<file path="src/rtl/rcfg_pkg.sv">
package rcfg_pkg;

   typedef enum logic [2:0] {
      ST_CLEAR  = 3'b000,
      ST_DEVERR = 3'b001,
      ST_CRCERR = 3'b010,
      ST_BADIMG = 3'b011,
      ST_BUSY   = 3'b100,
      ST_PASS   = 3'b101
   } status_t;

   typedef enum logic [2:0] {
      S_IDLE,
      S_REQ,
      S_STREAM,
      S_WAITD,
      S_WDRAW
   } state_t;

endpackage

</file>
<file path="src/rtl/rcfg_trigger.sv">
module rcfg_trigger (
   input  logic clk,
   input  logic rst_n,
   input  logic start_i,
   output logic edge_o
);

   logic start_q;

   always_ff @(posedge clk or negedge rst_n) begin
      if (!rst_n) start_q <= 1'b0;
      else        start_q <= start_i;
   end

   assign edge_o = start_i & ~start_q;

endmodule

</file>
<file path="src/rtl/rcfg_stream.sv">
module rcfg_stream #(
   parameter int DATA_W = 16,
   parameter int PORT_W = 32
) (
   input  logic              clk,
   input  logic              rst_n,
   input  logic              accept_i,
   input  logic [DATA_W-1:0] data_i,
   output logic [PORT_W-1:0] port_data_o,
   output logic              port_clk_o
);

   localparam int PAD_W = PORT_W - DATA_W;

   logic [PORT_W-1:0] wide;

   generate
      if (PAD_W == 0) begin : g_direct
         assign wide = data_i;
      end else begin : g_pad
         assign wide = {{PAD_W{1'b0}}, data_i};
      end
   endgenerate

   always_ff @(posedge clk or negedge rst_n) begin
      if (!rst_n) begin
         port_data_o <= '0;
         port_clk_o  <= 1'b0;
      end else begin
         port_clk_o <= accept_i;
         if (accept_i) port_data_o <= wide;
      end
   end

endmodule

</file>
<file path="src/rtl/rcfg_ctrl.sv">
module rcfg_ctrl
   import rcfg_pkg::*;
#(
   parameter bit IRQ_EN = 1'b1
) (
   input  logic       clk,
   input  logic       rst_n,
   input  logic       edge_i,
   input  logic       valid_i,
   input  logic       last_i,
   input  logic       port_ready_i,
   input  logic       port_done_i,
   input  logic       port_err_i,
   input  logic       port_crc_i,
   output logic       cfg_ready_o,
   output logic       accept_o,
   output logic       freeze_o,
   output logic       port_req_o,
   output logic [2:0] status_o,
   output logic       irq_o
);

   state_t  st_q, st_n;
   status_t sts_q, sts_n;
   logic    fault;
   status_t fault_code;

   assign fault      = port_err_i | port_crc_i;
   assign fault_code = port_err_i ? ST_DEVERR : ST_CRCERR;

   assign cfg_ready_o = (st_q == S_STREAM) & port_ready_i & ~fault;
   assign accept_o    = cfg_ready_o & valid_i;
   assign freeze_o    = (st_q != S_IDLE);
   assign port_req_o  = (st_q == S_REQ) | (st_q == S_STREAM) | (st_q == S_WAITD);
   assign status_o    = sts_q;

   always_comb begin
      st_n  = st_q;
      sts_n = sts_q;
      unique case (st_q)
         S_IDLE: begin
            if (edge_i) begin
               st_n  = S_REQ;
               sts_n = ST_BUSY;
            end
         end
         S_REQ: begin
            if (port_ready_i) st_n = S_STREAM;
         end
         S_STREAM: begin
            if (fault) begin
               st_n  = S_IDLE;
               sts_n = fault_code;
            end else if (!port_ready_i) begin
               st_n  = S_IDLE;
               sts_n = ST_BADIMG;
            end else if (accept_o && last_i) begin
               st_n = S_WAITD;
            end
         end
         S_WAITD: begin
            if (fault) begin
               st_n  = S_IDLE;
               sts_n = fault_code;
            end else if (port_done_i) begin
               st_n  = S_IDLE;
               sts_n = ST_PASS;
            end
         end
         S_WDRAW: begin
            if (!port_ready_i) st_n = S_IDLE;
         end
         default: st_n = S_WDRAW;
      endcase
   end

   always_ff @(posedge clk or negedge rst_n) begin
      if (!rst_n) begin
         st_q  <= S_WDRAW;
         sts_q <= ST_CLEAR;
      end else begin
         st_q  <= st_n;
         sts_q <= sts_n;
      end
   end

   generate
      if (IRQ_EN) begin : g_irq
         logic irq_q;
         always_ff @(posedge clk or negedge rst_n) begin
            if (!rst_n) irq_q <= 1'b0;
            else        irq_q <= (sts_q == ST_BUSY) && (sts_n != ST_BUSY);
         end
         assign irq_o = irq_q;
      end else begin : g_no_irq
         assign irq_o = 1'b0;
      end
   endgenerate

endmodule

</file>
<file path="src/rtl/rcfg_sequencer.sv">
module rcfg_sequencer #(
   parameter int DATA_W = 16,
   parameter int PORT_W = 32,
   parameter bit IRQ_EN = 1'b1
) (
   input  logic              clk,
   input  logic              rst_n,
   input  logic              start_i,
   input  logic [DATA_W-1:0] cfg_data_i,
   input  logic              cfg_valid_i,
   input  logic              cfg_last_i,
   output logic              cfg_ready_o,
   output logic              freeze_o,
   output logic [2:0]        status_o,
   output logic              irq_o,
   input  logic              port_ready_i,
   input  logic              port_done_i,
   input  logic              port_err_i,
   input  logic              port_crc_i,
   output logic              port_req_o,
   output logic              port_clk_o,
   output logic [PORT_W-1:0] port_data_o
);

   initial begin
      a_data_w_legal: assert (DATA_W == 1 || DATA_W == 8 || DATA_W == 16 || DATA_W == 32)
         else $error("DATA_W must be 1, 8, 16 or 32");
      a_port_w_legal: assert ((PORT_W == 16 || PORT_W == 32) && DATA_W <= PORT_W)
         else $error("PORT_W must be 16 or 32 and not narrower than DATA_W");
   end

   logic start_edge;
   logic accept;

   rcfg_trigger u_trig (
      .clk     (clk),
      .rst_n   (rst_n),
      .start_i (start_i),
      .edge_o  (start_edge)
   );

   rcfg_ctrl #(.IRQ_EN(IRQ_EN)) u_ctrl (
      .clk          (clk),
      .rst_n        (rst_n),
      .edge_i       (start_edge),
      .valid_i      (cfg_valid_i),
      .last_i       (cfg_last_i),
      .port_ready_i (port_ready_i),
      .port_done_i  (port_done_i),
      .port_err_i   (port_err_i),
      .port_crc_i   (port_crc_i),
      .cfg_ready_o  (cfg_ready_o),
      .accept_o     (accept),
      .freeze_o     (freeze_o),
      .port_req_o   (port_req_o),
      .status_o     (status_o),
      .irq_o        (irq_o)
   );

   rcfg_stream #(.DATA_W(DATA_W), .PORT_W(PORT_W)) u_stream (
      .clk         (clk),
      .rst_n       (rst_n),
      .accept_i    (accept),
      .data_i      (cfg_data_i),
      .port_data_o (port_data_o),
      .port_clk_o  (port_clk_o)
   );

endmodule

</file>
<file path="config.mk">
export PLATFORM = sky130hd
export DESIGN_NAME = rcfg_sequencer
export DESIGN_NICKNAME = d
export VERILOG_FILES = /design/src/rtl/rcfg_pkg.sv /design/src/rtl/rcfg_trigger.sv /design/src/rtl/rcfg_stream.sv /design/src/rtl/rcfg_ctrl.sv /design/src/rtl/rcfg_sequencer.sv
export SDC_FILE = /design/constraint.sdc
export NUM_CORES = 1
export LEC_CHECK = 0
export ABC_AREA = 1
export ABC_CLOCK_PERIOD_IN_PS = 3500
export CAP_MARGIN = 15
export CELL_PAD_IN_SITES_DETAIL_PLACEMENT = 0
export CELL_PAD_IN_SITES_GLOBAL_PLACEMENT = 2
export CORE_MARGIN = 3
export CORE_UTILIZATION = 22
export DETAILED_ROUTE_END_ITERATION = 10
export PLACE_DENSITY = 0.84
export REMOVE_ABC_BUFFERS = 1
export SYNTH_ARGS = -nofsm -noshare
export SYNTH_HDL_FRONTEND = slang
export SYNTH_SLANG_ARGS = --single-unit
</file>
<file path="constraint.sdc">
create_clock -name clk -period 3.5 [get_ports clk]
set_input_delay 0.7 -clock clk [delete_from_list [all_inputs] [get_ports clk]]
set_output_delay 0.7 -clock clk [all_outputs]
set_load 0.01 [all_outputs]
</file>
After elaboration in Yosys (flattened, before gate mapping) --
Index checks and enable logic that the tools add are counted.
Word-level totals: flip-flop bits (word level) 25, bits in latches 0, bits in writable memories 0, bits in read-only memories 0, bits of input ports 25, output and inout bits 40, logic and storage cells 47, memories 0
Cells by class: $add $sub $neg 0, multiply operators 0, div/mod/pow operators 0, $lt $le $gt $ge 0, equal/unequal tests 11, shifts and indexed selects 0, multiplexer cells 16, bitwise logic cells 9, reduce and logical (&&, ||, !) cells 5
Operator list (count):
- 2-to-1 mux 3 bit | 13
- one-hot mux 3 bit (5 select lines) | 1
- one-hot mux 3 bit (3 select lines) | 1
- == test 3 x 2 -> 1 bit (second input constant) | 2
- == test 3 bit (second input constant) | 2
- inequality test 2 bit (second input constant) | 3
- AND reduction 5 bit | 1
- bitwise AND 1 bit | 4
- inequality test 4 x 3 -> 1 bit (second input constant) | 1
- == test 3 x 1 -> 1 bit (second input constant) | 1
- logical NOT 3 bit | 1
- inequality test 3 x 2 -> 1 bit (second input constant) | 1
- inequality test 3 bit (second input constant) | 1
- bitwise OR 1 bit | 3
- nonzero test 3 bit | 1
- logical AND 1 bit | 2
- 2-to-1 mux 2 bit | 1
- NOT 1 bit | 2

Logic depth before layout (Yosys ltp) --
Gate-level depths: netlist (run 1).
word-level depth 9, mapped depth 10, gate-level depth less buffers 10

Hierarchy --
Synthesis (run 1) repeated with hierarchy kept, for this count alone.
Second synthesis, totals: cells, all modules 159, area, all modules 1306.3 um2
Modules (own cells, without submodules):
- rcfg_stream | times used 1, cells an instance 86, area each 793.3 um2, sequential area each 425.4 um2
- rcfg_ctrl | times used 1, cells an instance 70, area each 478.0 um2, sequential area each 176.4 um2
- rcfg_trigger | times used 1, cells an instance 3, area each 35.0 um2, sequential area each 25.0 um2

Least setup slack after synthesis (run 1) --
OpenSTA, ideal clock, no wires.
kind in2out, from input port_err_i, to output cfg_ready_o, data arrival time 1.138 ns, data required time 2.800 ns, slack 1.662 ns, cell stages on the path 5, path buffers 0, cell sequence inv_2 nand2_1 nor2_2 nand2_4 inv_1
On the way: longest elaborated chain between the ends 3
Ends and longest elaborated chain:
- start, declared | line rcfg_sequencer.sv:18 | input logic port_err_i,
- bitwise OR 1 bit | line rcfg_ctrl.sv:28 | assign fault = port_err_i | port_crc_i;
- NOT 1 bit | line rcfg_ctrl.sv:31 | assign cfg_ready_o = (st_q == S_STREAM) & port_ready_i & ~fault;
- bitwise AND 1 bit | line rcfg_ctrl.sv:31
- end, declared | line rcfg_sequencer.sv:12 | output logic cfg_ready_o,
No other way between the ends.

Worst setup path in the final report (run 1) --
from input port_ready_i, to output cfg_ready_o
On the way: longest elaborated chain between the ends 2
Ends and longest elaborated chain:
- start, declared | line rcfg_sequencer.sv:16 | input logic port_ready_i,
- bitwise AND 1 bit (2 in a row) | line rcfg_ctrl.sv:31
No other way between the ends.

==> qor.txt, run 1 <==
Vias after detailed routing: 1120
Cells after Synth: 167
Share of layout cells above drive strength 1: 0.0645
Final Power: 0.00129 W
Fin nets: 243
F_max: 348 MHz
Slew Limit Fails: 0
Filler instances: 616
Endpoints failing hold: 0
Hold Startpoint: u_stream.port_data_o[7]
Clock power share: 0.134
Leak: 0.951 nW
Synth top area share: 0.460
Post-route cell area: 1840 µm²
Clk slew on worst S/H paths: 0.09 ns
Seq/Total Area, Yosys: 0.480
Combinational share of power: 0.480
Via/cell ratio: 3.88
Clock root buffer: clkbuf_8
DP Area: 1800 µm²
Ant. Diodes: 0
CP Data Required Time: 2.80 ns
Crit path launch type: input pin
First-pass GRT wire length: 5350 µm
Clock Sinks: 25
Core Rows: 27
Die Footprint: 6900 µm²
Setup TNS: 0 ns
Crit share post-route: 0.821
Final ANT Viol Nets: 0
Core footprint: 5640 µm²
Routed wire length: 3070 µm
PwrDens: 699 nW/µm²
Pin count of the biggest net entering global routing: 26
Status: finished clean
R2R setup slack: 2.04 ns
VDD IR-drop max: 0.277 mV
Critical path peak fanout: 5
CTS tree: yes
Drt wl/cell: 10.6 µm
Vias in the first global route: 1199
Min Tclk post-route: 2.87 ns
Synthesized area: 1310 µm²
Pint: 0.000821 W
Net Sw Power: 0.000468 W
I/O pin total: 65
Cts hold-fix bufs: 0
Reg2Reg Capture Point: u_stream.port_data_o[2]
Initial core utilization: 0.232
Worst hold stages: 2
Post-route insts no fill: 289
First drt pass iteration count: 3
Net Sw Frac: 0.363
Hold Crit Class: flop to flop
Kind of critical path: input pin to primary output
Seq pwr share: 0.386
Syn Area/Cell: 7.82 µm²
Placer Congestion: 0.789
Placed Cells incl. Taps: 285
Area leader, netlist: dfrtp_1
Reg2reg path depth: 8
Beginning of the worst register-to-register path: u_ctrl.st_q[2]
Final core occ: 0.327
# port buffers: 48
Seq cells post-synth: 25
Worst-Skew Late Latency: 0.26 ns
Total grt overflow: 0
GRT Util Overall: 0.0930
Initial antenna violation count: 0
Area Overhead vs Synth: 41.1%
Clock skew: 0.00189 ns
Post-CTS setup buffers: 0
DRT iter0 DRCs: 34
WHS Endpoint: u_stream.port_data_o[7]
DRC viols: 0
Resized Gates After CTS: 0
Setup violators final: 0
MaxCap Viol Count: 0
HPWL Detailed: 2350 µm
Critical Path Sink Type: primary output
CTS Buffer Depth: 2
H-tree depth: 1
Critical path arrival: 2.17 ns
Synth Warn #: 0
Die X-Extent: 83.1 µm
Synth area leaders: dfrtp_1 46%, nand2_1 20%, buf_4 9.2%
Die span in y: 83.1 µm
Cell variety after synth: 21
RSZ-0062 raised after global routing: false
Inserted Clock Buffers: 3
[Yosys cell counts (all sizes together)]
cell type   n
nand2      72
dfrtp      24
buf        18
nor2       16
inv        15
nand3       9
a21oi       3
o21ai       3
nand4       2
nor3        2
a21boi      1
conb        1
dfstp       1
[routing by layer]
metal,vias up,wire length (µm),GRT usage
met5,-,0,0
met4,0,4,0.0178
met3,2,219,0.0308
met2,38,1520,0.163
met1,500,1320,0.111
li1,580,-,-
[cell type report]
type                    instances  area, µm²  area share
multi-input cells             124        534       0.290
flip-flops and latches         25        627       0.340
clock buffers                   4       45.0      0.0244
repair buffers                 49        488       0.265
well taps                      72       90.1      0.0489
inverters                      15       58.8      0.0319
[through the flow]
step	setup slack, ns	hold slack, ns
after global placement	0.624	0.454
after global routing	0.518	0.509
final	0.627	0.474
after CTS	0.608	0.483
after floorplan	1.66	0.404
after detailed placement	0.623	0.459
[sequential cells by signal (all words and copies together) (netlist names)]
signal                flops
u_ctrl.st_q               3
u_stream.port_data_o     16
u_ctrl.irq_o              1
u_ctrl.status_o           3
u_trig.start_q            1
u_stream.port_clk_o       1
[placed cells by master (no fill, tap or decap)]
cell type        instances
clkbuf_1                 1
nand3_1                  9
nor2_4                   1
inv_4                    1
nand2_2                  1
nor2_1                  12
o21ai_0                  3
inv_1                   12
nand4_1                  2
inv_2                    2
clkbuf_8                 3
conb_1                  16
nand2_4                  1
dfrtp_1                 24
dfstp_2                  1
a21oi_1                  3
nor2_2                   2
clkdlybuf4s50_1         48
nand2_1                 70
nor2_8                   1
nor3_1                   2
a21boi_1                 1
buf_4                    1
[power by group through the flow]
stage          registers, W  logic [W]  clock network (W)
2_1_floorplan      0.000545   0.000236                  0
3_3_place_gp       0.000502   0.000629                  0
3_5_place_dp       0.000503   0.000628                  0
4_1_cts            0.000500   0.000631           0.000184
5_1_grt            0.000517   0.000690           0.000197
6_report           0.000498   0.000619           0.000173
[how the worst max path moves through the flow]
stage,to,startpoint
after CTS,cfg_ready_o,port_ready_i
after detailed placement,cfg_ready_o,port_ready_i
after global routing,cfg_ready_o,port_ready_i
after global placement,cfg_ready_o,port_ready_i
after floorplan,cfg_ready_o,port_err_i
final,cfg_ready_o,port_ready_i
[worst max-delay path, cell delays in order]
cell	delay (ns)
clkdlybuf4s50_1	0.52
inv_1	0.09
nor2_2	0.15
nand2_4	0.10
inv_1	0.08
clkdlybuf4s50_1	0.53
[cell families (layout without fill, tap and decap cells)]
| family | after synthesis | after routing | share of synthesized area |
|---|---|---|---|
| AOI/OAI and AO/OA | 7 | 7 | 0.0287 |
| buffers and inverters | 33 | 68 | 0.154 |
| DFF | 25 | 25 | 0.480 |
| other | 1 | 16 | 0.00287 |
| and+or+nand+nor | 101 | 101 | 0.334 |
Power figures use the tool's default switching activity.
==> inputs of run 2 (changes only) <==
--- a/config.mk
+++ b/config.mk
@@ -6,14 +6,14 @@
 export NUM_CORES = 1
 export LEC_CHECK = 0
 export ABC_AREA = 1
-export ABC_CLOCK_PERIOD_IN_PS = 3500
+export ABC_CLOCK_PERIOD_IN_PS = 2800
 export CAP_MARGIN = 15
 export CELL_PAD_IN_SITES_DETAIL_PLACEMENT = 0
 export CELL_PAD_IN_SITES_GLOBAL_PLACEMENT = 2
 export CORE_MARGIN = 3
-export CORE_UTILIZATION = 22
+export CORE_UTILIZATION = 21
 export DETAILED_ROUTE_END_ITERATION = 10
-export PLACE_DENSITY = 0.84
+export PLACE_DENSITY = 0.81
 export REMOVE_ABC_BUFFERS = 1
 export SYNTH_ARGS = -nofsm -noshare
 export SYNTH_HDL_FRONTEND = slang
==> constraint.sdc (replaced) <==
create_clock -name clk -period 2.8 [get_ports clk]
set_input_delay 0.56 -clock clk [delete_from_list [all_inputs] [get_ports clk]]
set_output_delay 0.56 -clock clk [all_outputs]
set_load 0.01 [all_outputs]
==> qor.txt, run 2 (same netlist as run 1, synthesis figures left out) <==
Status: finished clean
Fin nets: 243
Critical Path Sink Type: primary output
CTS tree: yes
Clock Sinks: 25
Hold Crit Class: flop to flop
Initial antenna violation count: 0
Min Tclk post-route: 2.60 ns
Endpoints failing hold: 0
Core Rows: 28
Crit share post-route: 0.928
MaxCap Viol Count: 0
GRT Util Overall: 0.0888
Clock skew: 0.00474 ns
Routed wire length: 3030 µm
Worst hold margin: 0.476 ns
Initial core utilization: 0.219
CP Data Required Time: 2.24 ns
Setup violators final: 0
Resized Gates After CTS: 0
Vias in the first global route: 1138
Post-CTS setup buffers: 0
Clock root buffer: clkbuf_8
Placer Congestion: 0.757
First drt pass iteration count: 4
Most common cell after layout, fill and taps aside: nand2_1
CTS Buffer Depth: 2
I/O pin total: 65
RSZ-0062 raised after global routing: false
Max FFs per register: 16
Leak: 0.951 nW
Critical path arrival: 2.04 ns
H-tree depth: 1
Inserted Clock Buffers: 3
# port buffers: 48
Biggest register: u_stream.port_data_o
Filler instances: 674
Die Footprint: 7200 µm²
Worst-Skew Late Latency: 0.27 ns
First-pass GRT wire length: 5180 µm
Final Power: 0.00161 W
Clk slew on worst S/H paths: 0.09 ns
Kind of critical path: input pin to primary output
Vias after detailed routing: 1093
Final ANT Viol Nets: 0
DRT iter0 DRCs: 36
Setup TNS: 0 ns
Slew Limit Fails: 0
Area Overhead vs Synth: 41.4%
Drt wl/cell: 10.4 µm
Die X-Extent: 84.9 µm
Total grt overflow: 0
PwrDens: 872 nW/µm²
Via/cell ratio: 3.74
Core footprint: 5960 µm²
Crit path launch type: input pin
HPWL Detailed: 2310 µm
Most frequent cells in the layout: 70 x nand2_1, 48 x clkdlybuf4s50_1, 24 x dfrtp_1
VDD IR-drop max: 0.360 mV
F_max: 385 MHz
Die span in y: 84.9 µm
Critical path peak fanout: 5
Ant. Diodes: 0
DRC viols: 0
Pin count of the biggest net entering global routing: 26
Share of layout cells above drive strength 1: 0.0645
Cts hold-fix bufs: 0
## run 2: cell counts in the layout (fill, tap and decap cells not counted)
Identical to the previous run, type by type.
## run 2: cell type report
cell class | instances | area [µm²] | area share
Clock buffer | 4 | 45.0 | 0.0244
Inverter | 15 | 58.8 | 0.0318
Multi-Input combinational cell | 124 | 534 | 0.289
Sequential cell | 25 | 627 | 0.339
Tap cell | 75 | 93.8 | 0.0508
Timing Repair Buffer | 49 | 488 | 0.264
## run 2: final timing paths
check | from | endpoint | slack (ns) | depth (start not counted)
max | port_ready_i | cfg_ready_o | 0.20 | 6
min | u_stream.port_data_o[11] | u_stream.port_data_o[11] | 0.48 | 2
max reg2reg | u_ctrl.st_q[2] | u_stream.port_data_o[7] | 1.36 | 8
min reg2reg | u_stream.port_data_o[11] | u_stream.port_data_o[11] | 0.48 | 2
max in group asynchronous | rst_n | u_ctrl.st_q[2] | 1.86 | 2
min in group asynchronous | rst_n | u_trig.start_q | 0.66 | 2
## run 2: metal layers
layer / global-route usage / vias up / routed length (µm)
met1: 0.116 / 465 / 1430
met4: 0.0302 / 0 / 29
met2: 0.139 / 44 / 1350
met3: 0.0282 / 4 / 217
met5: 0 / - / 0
li1: - / 580 / -
## run 2: where the power goes
part | switching, W | internal (W) | leakage (nW)
Sequential | 0.000105 | 0.000514 | 0.326
Clock | 0.000114 | 0.000102 | 0.0228
Combinational | 0.000365 | 0.000411 | 0.602
## run 2: stage by stage
step | setup WS (ns) | instances | utilization | instance area [µm²]
6_report | 0.201 | 292 | 0.310 | 1850
5_1_grt | 0.101 | 292 | 0.310 | 1850
3_3_place_gp | 0.206 | 288 | 0.303 | 1800
2_1_floorplan | 1.24 | 164 | - | 1220
4_1_cts | 0.195 | 292 | 0.310 | 1850
3_5_place_dp | 0.199 | 288 | 0.303 | 1800
## run 2: critical path: stages
cell	delay, ns
clkdlybuf4s50_1	0.52
inv_1	0.09
nor2_2	0.15
nand2_4	0.10
inv_1	0.08
clkdlybuf4s50_1	0.54
